==> src/rtl/msort_pkg.sv <==
package msort_pkg;

  // Which run the merge pulls from in a given cycle
  typedef enum logic [1:0] {
    MM_IDLE    = 2'd0,  // no pair being merged
    MM_COMPARE = 2'd1,  // both runs still have keys
    MM_DRAIN_A = 2'd2,  // second run exhausted, pass first run
    MM_DRAIN_B = 2'd3   // first run exhausted, pass second run
  } merge_mode_e;

  // Length of the runs that enter stage s (0-based)
  function automatic int run_len(input int s);
    return 1 << s;
  endfunction

  // Cycles from first accepted key to first sorted key
  function automatic int sort_latency(input int k);
    return k + $clog2(k) - 1;
  endfunction

endpackage

==> src/rtl/msort_fifo.sv <==
module msort_fifo #(
  parameter int W     = 8,
  parameter int DEPTH = 2
) (
  input  logic         clk,
  input  logic         rst_n,
  input  logic         push,
  input  logic [W-1:0] din,
  input  logic         pop,
  output logic [W-1:0] head,
  output logic         empty,
  output logic         full
);
  localparam int AW = (DEPTH > 1) ? $clog2(DEPTH) : 1;
  localparam int CW = $clog2(DEPTH + 1);

  logic [W-1:0]  mem [DEPTH];
  logic [AW-1:0] wr_ptr, rd_ptr;
  logic [CW-1:0] count_q;

  function automatic logic [AW-1:0] ptr_next(input logic [AW-1:0] p);
    return (p == AW'(DEPTH - 1)) ? '0 : p + AW'(1);
  endfunction

  assign head  = mem[rd_ptr];
  assign empty = (count_q == '0);
  assign full  = (count_q == CW'(DEPTH));

  always_ff @(posedge clk) begin
    if (push) mem[wr_ptr] <= din;
  end

  always_ff @(posedge clk or negedge rst_n) begin
    if (!rst_n) begin
      wr_ptr  <= '0;
      rd_ptr  <= '0;
      count_q <= '0;
    end else begin
      if (push) wr_ptr <= ptr_next(wr_ptr);
      if (pop)  rd_ptr <= ptr_next(rd_ptr);
      case ({push, pop})
        2'b10:   count_q <= count_q + CW'(1);
        2'b01:   count_q <= count_q - CW'(1);
        default: count_q <= count_q;
      endcase
    end
  end

  // a write into a full queue is only legal when a read frees a slot
  a_r9_no_overflow: assert property (@(posedge clk) disable iff (!rst_n)
    (push && full) |-> pop);
  // never read an empty queue
  a_r9_no_underflow: assert property (@(posedge clk) disable iff (!rst_n)
    pop |-> !empty);

endmodule

==> src/rtl/msort_stage.sv <==
module msort_stage
  import msort_pkg::*;
#(
  parameter int W = 8,
  parameter int L = 1   // length of each incoming run
) (
  input  logic         clk,
  input  logic         rst_n,
  input  logic         in_valid,
  input  logic [W-1:0] in_key,
  output logic         out_valid,
  output logic [W-1:0] out_key
);
  localparam int PW = $clog2(2 * L);      // position inside a pair
  localparam int TW = $clog2(L) + 1;      // keys taken from one run
  localparam int SW = TW + 1;             // keys taken from both runs

  // Tie goes to the earlier run: keeps the merge stable
  function automatic logic take_left(input logic [W-1:0] a, input logic [W-1:0] b);
    return a <= b;
  endfunction

  logic [PW-1:0] pos_q;
  logic          busy_q;
  logic [TW-1:0] ta_q, tb_q;
  logic          ov_q;
  logic [W-1:0]  ok_q;
  logic [SW-1:0] opos_q;

  // Named events
  logic          in_is_b, pair_start, merging, pair_last;
  logic          pick_a, pick_b, b_bypass;
  logic          push_a, pop_a, push_b, pop_b;
  logic [TW-1:0] ta, tb, ta_n, tb_n;
  logic [W-1:0]  a_head, b_head_q, b_head, emit_key;
  logic          a_empty, a_full, b_empty, b_full;
  merge_mode_e   mode;

  assign in_is_b    = pos_q[PW-1];
  assign pair_start = in_valid && (pos_q == PW'(L));
  assign merging    = busy_q || pair_start;

  assign ta = pair_start ? '0 : ta_q;
  assign tb = pair_start ? '0 : tb_q;

  always_comb begin
    if (!merging)            mode = MM_IDLE;
    else if (ta == TW'(L))   mode = MM_DRAIN_B;
    else if (tb == TW'(L))   mode = MM_DRAIN_A;
    else                     mode = MM_COMPARE;
  end

  // Second-run head: queued key, or the key arriving this cycle
  assign b_head = b_empty ? in_key : b_head_q;

  assign pick_a = (mode == MM_DRAIN_A) ||
                  ((mode == MM_COMPARE) && take_left(a_head, b_head));
  assign pick_b = merging && !pick_a;

  assign b_bypass = pick_b && b_empty;
  assign pop_a    = pick_a;
  assign pop_b    = pick_b && !b_empty;
  assign push_a   = in_valid && !in_is_b;
  assign push_b   = in_valid && in_is_b && !b_bypass;

  assign emit_key = pick_a ? a_head : b_head;
  assign ta_n     = ta + TW'(pick_a);
  assign tb_n     = tb + TW'(pick_b);
  assign pair_last = merging && ((SW'(ta_n) + SW'(tb_n)) == SW'(2 * L));

  msort_fifo #(.W(W), .DEPTH(2 * L)) u_run_a (
    .clk(clk), .rst_n(rst_n),
    .push(push_a), .din(in_key), .pop(pop_a),
    .head(a_head), .empty(a_empty), .full(a_full)
  );

  msort_fifo #(.W(W), .DEPTH(L)) u_run_b (
    .clk(clk), .rst_n(rst_n),
    .push(push_b), .din(in_key), .pop(pop_b),
    .head(b_head_q), .empty(b_empty), .full(b_full)
  );

  always_ff @(posedge clk or negedge rst_n) begin
    if (!rst_n) begin
      pos_q  <= '0;
      busy_q <= 1'b0;
      ta_q   <= '0;
      tb_q   <= '0;
      ov_q   <= 1'b0;
      ok_q   <= '0;
      opos_q <= '0;
    end else begin
      if (in_valid) pos_q <= pos_q + PW'(1);
      busy_q <= merging && !pair_last;
      if (merging) begin
        ta_q <= ta_n;
        tb_q <= tb_n;
      end
      ov_q   <= merging;
      ok_q   <= emit_key;
      opos_q <= SW'(ta) + SW'(tb);
    end
  end

  assign out_valid = ov_q;
  assign out_key   = ok_q;

  // when the second run is chosen with nothing queued, its key is arriving
  a_r1_b_key_present: assert property (@(posedge clk) disable iff (!rst_n)
    b_bypass |-> (in_valid && in_is_b));
  // the first run of a pair is fully queued before the merge needs it
  a_r1_a_key_present: assert property (@(posedge clk) disable iff (!rst_n)
    pick_a |-> !a_empty);
  // every merged run leaves in non-decreasing order
  a_r3_run_ascending: assert property (@(posedge clk) disable iff (!rst_n)
    (ov_q && opos_q != '0) |-> ($past(ov_q) && ok_q >= $past(ok_q)));
  // queue full flags seen only with a matching read
  a_r9_b_room: assert property (@(posedge clk) disable iff (!rst_n)
    (push_b && b_full) |-> pop_b);
  a_r9_a_room: assert property (@(posedge clk) disable iff (!rst_n)
    (push_a && a_full) |-> pop_a);

endmodule

==> src/rtl/fifo_merge_sorter.sv <==
module fifo_merge_sorter
  import msort_pkg::*;
#(
  parameter int K  = 16,
  parameter int KW = 8
) (
  input  logic          clk,
  input  logic          rst_n,
  input  logic          in_valid,
  input  logic [KW-1:0] in_key,
  output logic          out_valid,
  output logic [KW-1:0] out_key,
  output logic          out_first
);
  localparam int NS = $clog2(K);

  logic          sv [NS+1];
  logic [KW-1:0] sk [NS+1];
  logic [NS-1:0] ocnt_q;

  assign sv[0] = in_valid;
  assign sk[0] = in_key;

  for (genvar s = 0; s < NS; s++) begin : g_stage
    msort_stage #(.W(KW), .L(run_len(s))) u_stage (
      .clk(clk), .rst_n(rst_n),
      .in_valid(sv[s]), .in_key(sk[s]),
      .out_valid(sv[s+1]), .out_key(sk[s+1])
    );
  end

  assign out_valid = sv[NS];
  assign out_key   = sk[NS];

  // Position of the current output key within its batch
  always_ff @(posedge clk or negedge rst_n) begin
    if (!rst_n)         ocnt_q <= '0;
    else if (out_valid) ocnt_q <= ocnt_q + NS'(1);
  end

  assign out_first = out_valid && (ocnt_q == '0);

  // a started output batch keeps flowing every cycle until its last key
  a_r2_output_contiguous: assert property (@(posedge clk) disable iff (!rst_n)
    (out_valid && ocnt_q != NS'(K - 1)) |=> out_valid);
  // the batch marker never appears on two consecutive keys
  a_r5_first_once: assert property (@(posedge clk) disable iff (!rst_n)
    out_first |=> !out_first);

endmodule

==> config.mk <==
export PLATFORM = sky130hd
export DESIGN_NAME = fifo_merge_sorter
export DESIGN_NICKNAME = d
export VERILOG_FILES = /design/src/rtl/msort_pkg.sv /design/src/rtl/msort_fifo.sv /design/src/rtl/msort_stage.sv /design/src/rtl/fifo_merge_sorter.sv
export SDC_FILE = /design/constraint.sdc
export NUM_CORES = 1
export LEC_CHECK = 0
export BUFFER_PORTS_ARGS = -buffer_cell sky130_fd_sc_hd__buf_2
export CAP_MARGIN = 25
export CORE_ASPECT_RATIO = 1.1
export CORE_UTILIZATION = 55
export DETAILED_ROUTE_END_ITERATION = 7
export PLACE_DENSITY = 0.85
export RECOVER_POWER = 100
export SYNTH_ARGS = -nofsm -noshare
export SYNTH_HDL_FRONTEND = slang
export SYNTH_HIERARCHICAL = 1
export SYNTH_SLANG_ARGS = --single-unit
==> constraint.sdc <==
create_clock -name clk -period 4.7 [get_ports clk]
set_input_delay 0.235 -clock clk [delete_from_list [all_inputs] [get_ports clk]]
set_output_delay 0.235 -clock clk [all_outputs]
set_load 0.005 [all_outputs]
[After elaboration in Yosys (flattened, before gate mapping)]
Memories as Yosys holds them, arrays and structs flattened.
Cells that the tools add are included.
Operators by class
  order comparisons: 4
  divide/modulo/power cells: 0
  add/subtract/negate cells: 39
  multiply operators: 0
  equality and inequality tests: 39
  mux-type cells: 62
  shift-type cells: 0
  bitwise operators: 1
  reductions and logical operators: 75
Operators with widths (count)
  $mux W8: 8
  $logic_and A1 B1 Y1: 40
  $mux W2: 18
  $eq A2 B2 Y1 const B: 16
  $le A8 B8 Y1: 4
  $eq A3 B3 Y1 const B: 8
  $eq A4 B4 Y1 const B: 6
  $mux W1: 22
  $add A4 B1 Y4 const B: 5
  $logic_not A1 Y1: 19
  $add A3 B1 Y3 const B: 6
  $mux W3: 6
  $eq A2 B1 Y1 const B: 8
  $mux W4: 4
  $add A2 B1 Y2 const B: 6
  $add A4 B1 Y4: 2
  $logic_not A4 Y1: 2
  $logic_or A1 B1 Y1: 8
  $pmux W4 S2: 1
  $reduce_bool A2 Y1: 4
  $add A1 B1 Y1 const B: 6
  $add A3 B1 Y3: 2
  $pmux W3 S2: 1
  $add A4 B4 Y5: 1
  15 further kinds: 17
Word-level totals
  memory bits (read-only): 0
  latch bits: 0
  logic and storage cells: 271
  output and inout port bits: 10
  bits in writable memories: 360
  flip-flop bits (word level): 116
  memories kept: 8
Memories
  g_stage[3].u_stage.u_run_a.mem: words 16, bits a word 8, read ports 1, clocked after Yosys merged registers in 0, write ports 1, RTL line msort_fifo.sv:17  | logic [W-1:0] mem [DEPTH];
  g_stage[2].u_stage.u_run_a.mem: words 8, bits a word 8, read ports 1, clocked after Yosys merged registers in 0, write ports 1, RTL line msort_fifo.sv:17
  g_stage[3].u_stage.u_run_b.mem: words 8, bits a word 8, read ports 1, clocked after Yosys merged registers in 0, write ports 1, RTL line msort_fifo.sv:17
  g_stage[1].u_stage.u_run_a.mem: words 4, bits a word 8, read ports 1, clocked after Yosys merged registers in 0, write ports 1, RTL line msort_fifo.sv:17
  g_stage[2].u_stage.u_run_b.mem: words 4, bits a word 8, read ports 1, clocked after Yosys merged registers in 0, write ports 1, RTL line msort_fifo.sv:17
  g_stage[0].u_stage.u_run_a.mem: words 2, bits a word 8, read ports 1, clocked after Yosys merged registers in 0, write ports 1, RTL line msort_fifo.sv:17
  2 more memories

[Longest topological paths before layout]
  word-level depth: 18
  gate-level depth with buffers: 23
  depth with buffers taken out: 21

[Cells and area by module]
The synthesis kept the hierarchy.
By module, submodules not included
  msort_fifo (g_stage[3].u_stage.u_run_a): cells each 303, instances 1, area an instance 5705.5 um^2
  msort_fifo (g_stage[1].u_stage.u_run_a ...): cells each 80, instances 2, area an instance 1572.8 um^2
  msort_fifo (g_stage[2].u_stage.u_run_a): cells each 151, instances 1, area an instance 3074.2 um^2
  msort_fifo (g_stage[3].u_stage.u_run_b): cells each 149, instances 1, area an instance 3069.2 um^2
  msort_stage (g_stage[3].u_stage): cells each 190, instances 1, area an instance 1741.7 um^2
  msort_fifo (g_stage[0].u_stage.u_run_a ...): cells each 41, instances 2, area an instance 762.0 um^2
  msort_stage (g_stage[2].u_stage): cells each 133, instances 1, area an instance 1361.3 um^2
  msort_stage (g_stage[1].u_stage): cells each 106, instances 1, area an instance 1079.8 um^2
  msort_stage (g_stage[0].u_stage): cells each 81, instances 1, area an instance 884.6 um^2
  msort_fifo (g_stage[0].u_stage.u_run_b): cells each 11, instances 1, area an instance 292.8 um^2
  fifo_merge_sorter: cells each 17, instances 1, area an instance 186.4 um^2

[Worst setup path before layout]
No wires, ideal clock.
  kind: register to register
  from: reg g_stage[3].u_stage.u_run_b.rd_ptr[0]
  to: reg g_stage[3].u_stage.busy_q
  clock period less this slack: 5.135 ns
  path buffers: 2
  setup time: 0.124 ns
  arrival time: 5.011 ns
  required time: 4.576 ns
  setup slack: -0.435 ns
  cell stages (with the launch flop): 23
  path through: dfrtp_1 > buf_6 > buf_12 > mux4_2 > mux2_4 > mux2i_1 > ha_1 > nor2b_1 > o21a_1 > o21a_1 > o21bai_1 > a21o_1 > and2_1 > ha_1 > ha_1 > a21boi_1 > or2_2 > ha_1 > a21oi_1 > o41ai_2 > nor3_1 > a311oi_2 > o31a_1
Between the ends
  elaborated cells on any way between the ends: 14
RTL lines
  start: declaration: RTL line msort_fifo.sv:18  | logic [AW-1:0] wr_ptr, rd_ptr;
  start signal: assignment: RTL line msort_fifo.sv:40  | if (pop) rd_ptr <= ptr_next(rd_ptr);
  $mem_v2 Z8 W8
  named net g_stage[3].u_stage.b_head_q[1]: RTL line msort_stage.sv:35  | logic [W-1:0] a_head, b_head_q, b_head, emit_key;
  $mux W8: RTL line msort_stage.sv:54  | assign b_head = b_empty ? in_key : b_head_q;
  $le A8 B8 Y1: RTL line msort_stage.sv:20  | return a <= b;
  $logic_and A1 B1 Y1: RTL line msort_stage.sv:57  | ((mode == MM_COMPARE) && take_left(a_head, b_head));
  $logic_or A1 B1 Y1: RTL line msort_stage.sv:56  | assign pick_a = (mode == MM_DRAIN_A) ||
  named net g_stage[3].u_stage.pick_a: RTL line msort_stage.sv:32  | logic pick_a, pick_b, b_bypass;
  $add A4 B1 Y4: RTL line msort_stage.sv:67  | assign ta_n = ta + TW'(pick_a);
  named net g_stage[3].u_stage.ta_n[2]: RTL line msort_stage.sv:34  | logic [TW-1:0] ta, tb, ta_n, tb_n;
  $add A4 B4 Y5: RTL line msort_stage.sv:69  | assign pair_last = merging && ((SW'(ta_n) + SW'(tb_n)) == SW'(2 * L));
  $eq A5 B5 Y1: RTL line msort_stage.sv:69
  $logic_and A1 B1 Y1: RTL line msort_stage.sv:69
  $logic_not A1 Y1: RTL line msort_stage.sv:94  | busy_q <= merging && !pair_last;
  $logic_and A1 B1 Y1: RTL line msort_stage.sv:94
  end signal: assignment: RTL line msort_stage.sv:94
  end: declaration: RTL line msort_stage.sv:24  | logic busy_q;
The timed path passes the listed nets, and every way through them passes these cells.
A chain may end at the register's enable or synchronous reset.

[Worst setup path after layout]
  from: reg g_stage[3].u_stage.u_run_a.rd_ptr[0]
  to: reg g_stage[3].u_stage.busy_q
Between the ends
  cells in the longest elaborated chain, start to end: 12
  elaborated cells on any way between the ends: 13
RTL lines
  start: declaration: RTL line msort_fifo.sv:18
  start signal: assignment: RTL line msort_fifo.sv:40
  $mem_v2 Z16 W8 *
  named net g_stage[3].u_stage.a_head[0]: RTL line msort_stage.sv:35
  $le A8 B8 Y1 *: RTL line msort_stage.sv:20
  $logic_and A1 B1 Y1 *: RTL line msort_stage.sv:57
  $logic_or A1 B1 Y1 *: RTL line msort_stage.sv:56
  $logic_not A1 Y1: RTL line msort_stage.sv:58  | assign pick_b = merging && !pick_a;
  $logic_and A1 B1 Y1: RTL line msort_stage.sv:58
  $add A4 B1 Y4: RTL line msort_stage.sv:68  | assign tb_n = tb + TW'(pick_b);
  $add A4 B4 Y5 *: RTL line msort_stage.sv:69
  $eq A5 B5 Y1 *: RTL line msort_stage.sv:69
  $logic_and A1 B1 Y1 *: RTL line msort_stage.sv:69
  $logic_not A1 Y1 *: RTL line msort_stage.sv:94
  $logic_and A1 B1 Y1 *: RTL line msort_stage.sv:94
Mark *: on every way through the listed nets, which the timed path passes. The rest lies on a longest branch.

==> impl_metrics.py <==
metrics = {
    "setup_path": {
        "cp_cell_sequence": "buf_12 -> buf_4 -> mux4_2 -> o22ai_1 -> nor2_1 -> inv_1 -> ha_2 -> nor2b_4 -> o21a_1 -> o21a_1 -> o21bai_4 -> a21o_1 -> a21oi_1 -> ha_2 -> ha_4 -> or3_4 -> nand2_4 -> ha_4 -> a21oi_4 -> o41ai_2 -> nor3_2 -> a311oi_2 -> o31a_1",
        "path_class": "flop to flop",
        "crit_path_start_kind": "flop",
        "cp_slowest_cell": "mux4_2",
        "max_stage_delay_ns": 0.50,
        "cp_max_fo": 13,
        "cp.arrival_ns": 5.25,
        "r2r_cells": 23,
        "required_ns": 5.16,
        "end_kind": "flop",
    },
    "detailed_routing": {
        "route.detailed.drc": 0,
        "drt_iter0_drc": 939,
        "wl_per_cell_um": 22.12,
        "ant_nets": 0,
        "vias": 11690,
        "avgViaCountPerCell": 5.993,
        "drt-pass1-iter-count": 5,
        "finalWirelength_um": 43170,
    },
    "floorplan": {
        "die_h_um": 207.6,
        "die_width_um": 188.9,
        "io_pins": 21,
        "coreArea_um2": 37500,
        "die_area_um2": 39210,
        "num_rows": 74,
        "start_util_pct": 56.35,
    },
    "run_status": {
        "status": "complete, but fails checks",
        "violations": "capacitance limit, slew limit, setup timing",
    },
    "timing": {
        "setup_viol": 1,
        "fin_worst_skew_ns": 0.02525,
        "finalMaxSlewViolations": 103,
        "hold_violations": 0,
        "maxClockFrequency_mhz": 208.8,
        "rsz0062_at_grt": "true",
        "worst_pin_slew_ns": 2.076,
        "relSlewSlack_pct": -38.39,
        "layout_setup_ws_ns": -0.08887,
        "finalCritPeriodShare_pct": 101.9,
        "period_minus_slack_ns": 4.789,
    },
    "placement": {
        "hpwl_um": 27000,
        "gp_congestion": 0.8306,
        "port_buffers": 20,
    },
    "cells_and_area": {
        "fin_util_pct": 64.65,
        "area_growth_pct": 14.72,
        "final_layout_size_suffix_gt1_share_pct": 22.72,
        "n_antenna_cell": 0,
        "layout.nets": 1517,
    },
    "global_routing": {
        "first_global_vias": 12240,
        "grt_pass1_wl_um": 66960,
        "antenna_found_initial": 0,
        "grtUsageTotal_pct": 22.14,
        "gr-total-overflow": 0,
        "grt_max_degree": 63,
    },
    "clock_tree": {
        "clock_latency_ns": 0.59,
        "cts_made_buffers": 48,
        "htreeDepth": 2,
        "cts_tree": "yes",
        "numClockSinks": 476,
        "root_buffer": "clkbuf_16",
        "cts.path.max_buffers": 3,
        "path_clk_slew_ns": 0.07,
    },
    "yosys": {
        "ys_warn_count": 6,
        "syn_nets": 1391,
        "postSynthAreaPerCell_um2": 16.37,
        "synthCells": 1291,
        "syn_area_um2": 21130,
    },
    "worst_hold_path": {
        "hold_depth": 3,
        "hold_class": "primary input to flop",
    },
    "flow_run": {
        "drv_cap": 2,
    },
}
timing repair:
item / in CTS / in global routing
hold buffers: 10 / 0
endpoints found under the setup margin: 1 / 3
endpoints found under the hold margin: 42 / 0
pin swaps: 6 / 19
buffers inserted: 5 / 16
gates resized for setup: 17 / 24
registers in the layout, indices dropped and copies added, names as in the netlist:
name                             count
g_stage.u_stage/u_run_a/mem        240
g_stage.u_stage/u_run_b/mem        120
g_stage.u_stage/out_key             32
g_stage.u_stage/ta_q                10
g_stage.u_stage/tb_q                10
g_stage.u_stage/u_run_a/rd_ptr      10
g_stage.u_stage/u_run_a/wr_ptr      10
g_stage.u_stage/pos_q                9
g_stage.u_stage/u_run_b/count_q      9
g_stage.u_stage/u_run_b/rd_ptr       6
g_stage.u_stage/u_run_b/wr_ptr       6
g_stage.u_stage/busy_q               4
g_stage.u_stage/out_valid            4
ocnt_q                               4
g_stage.u_stage/in_is_b              1
g_stage.u_stage/u_run_b/full         1
final timing paths:
path | from | to | slack [ns]
worst max register to register | g_stage[3].u_stage/u_run_a/rd_ptr[0]$_DFFE_PN0P_ | g_stage[3].u_stage/busy_q$_DFF_PN0_ | -0.09
worst min register to register | ocnt_q[3]$_DFFE_PN0P_ | ocnt_q[3]$_DFFE_PN0P_ | 0.48
max in group asynchronous | rst_n | g_stage[3].u_stage/u_run_b/rd_ptr[0]$_DFFE_PN0P_ | 1.46
worst max-delay path | g_stage[3].u_stage/u_run_a/rd_ptr[0]$_DFFE_PN0P_ | g_stage[3].u_stage/busy_q$_DFF_PN0_ | -0.09
min in group asynchronous | rst_n | g_stage[3].u_stage/u_run_a/wr_ptr[0]$_DFFE_PN0P_ | 0.50
worst min-delay path | in_valid | g_stage[0].u_stage/in_is_b$_DFFE_PN0P_ | 0.44
critical path, delay by kind of cell (launching register included):
kind	cells	cell delay, ns
fa+ha+maj	4	0.79
compound gates	10	1.64
mux	1	0.50
flops	1	0.40
simple gates	5	0.90
buf+inv	3	0.42
through the flow:
stage / hold slack (ns) / worst slack [ns] / setup TNS [ns] / cells / instance area [µm²]
floorplan: -0.06059 / 0.001267 / 0 / 1291 / 21220
global placement: 0.1521 / -0.07600 / -0.07600 / 1829 / 22200
detailed placement: 0.1551 / -0.3012 / -0.3012 / 1830 / 22200
CTS: 0.06172 / 0.03085 / 0 / 1935 / 24080
global route: 0.4134 / -0.2214 / -0.3816 / 1951 / 24240
finish: 0.4416 / -0.08887 / -0.08887 / 1951 / 24240
cell usage in the layout, fill, tap and decap left out, types with 35 or more instances in the layout:
master,count
clkbuf_1,47
edfxtp_1,360
mux4_2,68
mux2_2,35
nand2_1,75
mux2i_1,39
buf_4,64
clkbuf_16,48
nor2_1,55
dfrtp_1,112
ha_1,73
inv_1,61
per-layer routing:
layer | wire (µm) | GRT usage [%]
met3 | 1945 | 3.872
met1 | 16490 | 26.27
met2 | 22860 | 39.45
met4 | 1860 | 9.511
met5 | 0 | 0
area by class of cell:
cell class	count	area, µm²
clock buffer	61	1250
sequential	476	13720
fill	2425	13260
inverter	62	232.7
multi-input combinational	707	7107
clock inverter	29	429.2
timing repair buffer	122	887.1
tap	494	618.1
Power is not shown: default switching activity piles up to over one toggle a cycle in this logic, so the estimate is an artifact.
